## src/rtl/rdysync_pkg.sv

```systemverilog
package rdysync_pkg;
    typedef struct packed {
        logic stage1;
    } cap_state_t;

    typedef struct packed {
        logic ready;
    } rel_state_t;
endpackage

```

## src/rtl/rdysync_qualify.sv

```systemverilog
module rdysync_qualify #(
    parameter int NUM_BUS = 2
) (
    input  logic [NUM_BUS-1:0] rdy,
    input  logic [NUM_BUS-1:0] aen_n,
    output logic               any_qual
);
    logic [NUM_BUS-1:0] qual;

    // Each source counts only while its own enable is low.
    for (genvar g = 0; g < NUM_BUS; g++) begin : g_bus
        assign qual[g] = rdy[g] & ~aen_n[g];
    end

    assign any_qual = |qual;
endmodule

```

## src/rtl/rdysync_capture.sv

```systemverilog
module rdysync_capture
    import rdysync_pkg::*;
(
    input  logic clk,
    input  logic rst_n,
    input  logic rise_stb,
    input  logic qual_in,
    output logic stage1
);
    cap_state_t st_d, st_q;

    always_comb begin
        st_d = st_q;
        if (rise_stb) begin
            st_d.stage1 = qual_in;
        end
    end

    always_ff @(posedge clk or negedge rst_n) begin
        if (!rst_n) begin
            st_q <= '0;
        end else begin
            st_q <= st_d;
        end
    end

    assign stage1 = st_q.stage1;
endmodule

```

## src/rtl/rdysync_release.sv

```systemverilog
module rdysync_release
    import rdysync_pkg::*;
(
    input  logic clk,
    input  logic rst_n,
    input  logic fall_stb,
    input  logic async_sel,
    input  logic qual_in,
    input  logic stage1,
    output logic ready
);
    rel_state_t st_d, st_q;

    always_comb begin
        st_d = st_q;
        if (fall_stb) begin
            if (async_sel) begin
                // single stage: the merged input goes straight in
                st_d.ready = qual_in;
            end else begin
                // two stages for assertion; release skips the first flop
                st_d.ready = qual_in & stage1;
            end
        end
    end

    always_ff @(posedge clk or negedge rst_n) begin
        if (!rst_n) begin
            st_q <= '0;
        end else begin
            st_q <= st_d;
        end
    end

    assign ready = st_q.ready;
endmodule

```

## src/rtl/dual_ready_sync.sv

```systemverilog
module dual_ready_sync #(
    parameter int NUM_BUS = 2
) (
    input  logic               clk,
    input  logic               rst_n,
    input  logic               pclk_rise,
    input  logic               pclk_fall,
    input  logic [NUM_BUS-1:0] bus_rdy,
    input  logic [NUM_BUS-1:0] bus_aen_n,
    input  logic               async_sel,
    output logic               ready
);
    logic any_qual;
    logic stage1;

    rdysync_qualify #(.NUM_BUS(NUM_BUS)) u_qual (
        .rdy      (bus_rdy),
        .aen_n    (bus_aen_n),
        .any_qual (any_qual)
    );

    rdysync_capture u_cap (
        .clk      (clk),
        .rst_n    (rst_n),
        .rise_stb (pclk_rise),
        .qual_in  (any_qual),
        .stage1   (stage1)
    );

    rdysync_release u_rel (
        .clk       (clk),
        .rst_n     (rst_n),
        .fall_stb  (pclk_fall),
        .async_sel (async_sel),
        .qual_in   (any_qual),
        .stage1    (stage1),
        .ready     (ready)
    );
endmodule

```

## config.mk

```make
export PLATFORM = sky130hd
export DESIGN_NAME = dual_ready_sync
export DESIGN_NICKNAME = d
export VERILOG_FILES = /design/src/rtl/rdysync_pkg.sv /design/src/rtl/rdysync_qualify.sv /design/src/rtl/rdysync_capture.sv /design/src/rtl/rdysync_release.sv /design/src/rtl/dual_ready_sync.sv
export SDC_FILE = /design/constraint.sdc
export NUM_CORES = 1
export LEC_CHECK = 0
export BUFFER_PORTS_ARGS = -buffer_cell sky130_fd_sc_hd__buf_2
export CAP_MARGIN = 20
export CORE_AREA = 2 2 39 41
export DETAILED_ROUTE_END_ITERATION = 10
export DIE_AREA = 0 0 41 43
export GPL_ROUTABILITY_DRIVEN = 0
export GPL_TIMING_DRIVEN = 0
export HOLD_SLACK_MARGIN = 0.06
export PLACE_DENSITY = 0.3
export SLEW_MARGIN = 20
export SYNTH_ARGS = -nofsm -noshare
export SYNTH_HDL_FRONTEND = slang
export SYNTH_SLANG_ARGS = --single-unit
```

## constraint.sdc

```tcl
create_clock -name clk -period 0.8 [get_ports clk]
set_input_delay 0.16 -clock clk [delete_from_list [all_inputs] [get_ports clk]]
set_output_delay 0.16 -clock clk [all_outputs]
set_load 0.1 [all_outputs]
```

Word level (Yosys, flattened, before mapping)
Index checks and enable logic that the tools add are counted.
- output and inout bits: 1
- register bits: 2
- input port bits: 9
- word-level logic and storage cells: 9
- reduce and logical (&&, ||, !) cells: 1
- multiplexer cells: 1
- bitwise logic cells: 5
- operators with widths (kind ; number):
    AND 1 bit ; 3
    inverter 1 bit ; 2
    OR reduction 2 bit ; 1
    two-way mux 1 bit ; 1

Logic depth before layout (Yosys ltp)
- depth in word-level cells: 5
- mapped depth: 3
- mapped depth without buffers: 3

Hierarchy
From an unflattened synthesis, not the netlist that was laid out.
- cell total of the unflattened synthesis: 9
- area, all modules: 101.3 um^2
- modules (own cells, without submodules) (module ; instances ; seq. area each (um^2) ; cells each ; area an instance (um^2)):
    rdysync_release ; 1 ; 25.0 ; 4 ; 41.3
    rdysync_capture ; 1 ; 25.0 ; 2 ; 40.0
    rdysync_qualify ; 1 ; 0.0 ; 3 ; 20.0

Worst setup path after synthesis
No wires, ideal clock.
- kind: reg-to-reg
- start: reg u_rel.ready (netlist name)
- end: reg u_rel.st_q (netlist: u_rel.ready)
- arrival: 1.149 ns
- data required time: 0.718 ns
- period minus slack after synthesis: 1.231 ns
- stages on the path, launching flop included: 3
- library setup time: 0.082 ns
- path slack: -0.431 ns
- buffers on the path: 0
- path through: dfrtp_1 inv_1 o22ai_1
- RTL lines (element ; line ; text):
    end signal, assigned ; rdysync_release.sv:31 ; st_q <= st_d;
    end, declared ; rdysync_release.sv:12 ; rel_state_t st_d, st_q;

Worst setup path in the final report
- start: reg u_rel.st_q (netlist: u_rel.ready)
- end: out ready
- RTL lines (element ; line ; text):
    end, declared ; dual_ready_sync.sv:11 ; output logic ready
No word-level cell between the ends.

==> flow_summary_export.csv <==
group,metric,value,unit
status,status,"finished with violations",
status,violations,"setup timing",
floorplanning,die_h,43,um
sta,setup_viol,2,
routing,dr_total_vias,118,
grt,track_usage,4.52,%
sta,finalClockSkew,0.0116,ns
sta,relSlewSlack,89.7,%
clock_network,clk_path_buf_depth,2,
clock_network,path_clk_slew,0.04,ns
sta,hold_violations,0,
worst_setup_path,worst-endpoint-required,0.64,ns
sta,rsz0062_at_grt,"true",
worst_setup_path,crit_fanout,2,
routing,first_iter_violations,4,
logic_synthesis,netlist.area_leader.share,53.3,%
sta,layout_min_cycle_time,1.04,ns
clock_network,htree_levels,1,
routing,viasPerCell,2.81,
logic_synthesis,synth_cells,10,
worst_setup_path,critPathBufInv,1,
grt,grt_pass1_vias,117,
floorplanning,die_area,1760,um^2
worst_hold_path,worstHoldEndpoint,"u_cap.stage1$_DFFE_PN0P_",
worst_hold_path,min_from,"pclk_rise",
layout,drive_above_1_share,65.4,%
layout,syn2layout_area_growth,148,%
worst_setup_path,crit_path_top_delay_cell,"dfrtp_4",
routing,antenna_left,0,
sta,hold_slack,0.131,ns
worst_setup_path,end_kind,"primary output",
sta,tightest_slew,0.154,ns
grt,grt_overflow,0,
layout,layout_commonest_cell,"buf_2",
floorplanning,die_w,41,um
layout,multi_input_area,32.5,um^2
routing,route.detailed.drc,0,
worst_hold_path,min_path_cells,2,
worst_setup_path,worstPathArrival,0.88,ns
worst_setup_path,path_cells,"buf_12",
job,drv_cap,0,
pwr,power_density,2200,nW/um^2
clock_network,cts.sinks,2,
clock_network,cts_made_buffers,3,
logic_synthesis,synth_warnings,0,
layout,fin_cells,42,
layout,insertedDiodeCount,0,
worst_setup_path,reg2reg_slack,-0.14,ns
routing,wl_per_cell,7.90,um
pwr,leakagePower,0.115,nW
floorplanning,coreArea,1380,um^2
clock_network,cts-root-buf,"clkbuf_4",
sta,fin_crit_sh,131,%
logic_synthesis,yosys.area.top_type,"dfrtp_1",
logic_synthesis,synth_seq_area_share,53.3,%
routing,totalWireLength,332,um
worst_setup_path,cp-start-kind,"flip-flop",
layout,layout.nets,36,
clock_network,insertion_delay,0.23,ns
worst_setup_path,crit_start,"u_rel.ready$_DFFE_PN0P_",
logic_synthesis,synth.distinct_cells,7,
logic_synthesis,synth-seq-cells,2,
place,dpl.cell_count,35,
clock_network,cts_tree,"yes",
logic_synthesis,syn_area_per_cell,9.38,um^2
pwr,peakVddDrop,927,uV
pwr,totalPowerFinal,511,uW
worst_setup_path,r2r-start,"u_rel.ready$_DFFE_PN0P_",
sta,fmax,0.958,GHz
worst_setup_path,r2r_cells,4,
worst_setup_path,crit_family,"flip-flops",
worst_hold_path,hold_class,"in2reg",
layout,layout_common_cells,"buf_2, clkbuf_4, inv_1",
logic_synthesis,synth_area,93.8,um^2
floorplanning,core.rowCount,14,
worst_setup_path,cpPeakStageDelay,0.48,ns
place,port_buffers,9,
worst_setup_path,rr_endpoint,"u_rel.ready$_DFFE_PN0P_",
logic_synthesis,synth_area_leaders,"dfrtp_1, a22oi_2, inv_1",
grt,grt_pass1_wl,441,um
sta,worst_slack,-0.244,ns
layout,seq_area,53.8,um^2
sta,drv_slew,0,
logic_synthesis,synth_nets,19,
layout,fill_cells,159,
place,dp_worst_setup_slack,-0.171,ns
floorplanning,ios,10,
grt,antenna_found_initial,0,
sta,final.setup.tns,-0.388,ns
worst_setup_path,critPathKind,"reg2out",
routing,dr.pass1.iters,4,
floorplanning,start_util,6.78,%
grt,grt_max_degree,3,
-- kinds of logic (layout without fill, tap and decap cells) --
group	Yosys count	count (layout)	synth area share, %
flops	2	2	53.3
buf+inv	3	19	12.0
simple gates	1	1	4.00
compound gates	4	4	30.7
-- synthesized netlist by cell type --
library cell and count:
a21oi_1 1, a22oi_2 1, dfrtp_1 2, inv_1 3
nor2_1 1, o21ai_0 1, o22ai_1 1
-- timing repair --
item,4_1_cts,5_1_grt
hold buffers,1,0
setup buffers,1,1
hold endpoints to repair,2,0
endpoints found under the setup margin,1,2
gates resized for setup,4,1
-- stage by stage --
stage	area, um^2	utilization, %
2_1_floorplan	97.6	-
3_3_place_gp	163	11.8
3_5_place_dp	163	11.8
4_1_cts	221	16.0
5_1_grt	233	16.8
6_report	233	16.8
-- layout make-up --
cell class,instances,area share (%)
Timing Repair Buffer,12,38.2
Sequential cell,2,23.1
Multi-Input combinational cell,5,14.0
Clock buffer,4,11.3
Tap cell,16,8.60
Inverter,3,4.84
-- how the worst max path moves through the flow --
stage	end	slack, ns	cells past startpoint
after CTS	ready	-0.26	1
final	ready	-0.24	1
after floorplan	u_rel.ready$_DFFE_PN0P_	-0.07	2
after global routing	ready	-0.27	1
after detailed placement	ready	-0.17	1
after global placement	ready	-0.17	1
-- per-layer routing --
layer | global-route usage (%) | part of all wire, %
met5 | 0 | 0
met4 | 4.00 | 0
met3 | 6.28 | 19
met2 | 2.81 | 25
met1 | 5.79 | 55
-- registers in the layout (all words and copies together) (netlist names) --
register      count
u_cap.stage1      1
u_rel.ready       1
-- power by group --
group | leakage (nW) | switching (mW) | total, mW | internal (mW)
clock | 0.0150 | 0.0630 | 0.248 | 0.185
sequential | 0.0227 | 0.00877 | 0.126 | 0.117
combinational | 0.0776 | 0.0705 | 0.137 | 0.0666
total | 0.115 | 0.142 | 0.511 | 0.369
Power figures use the tool's default switching activity.
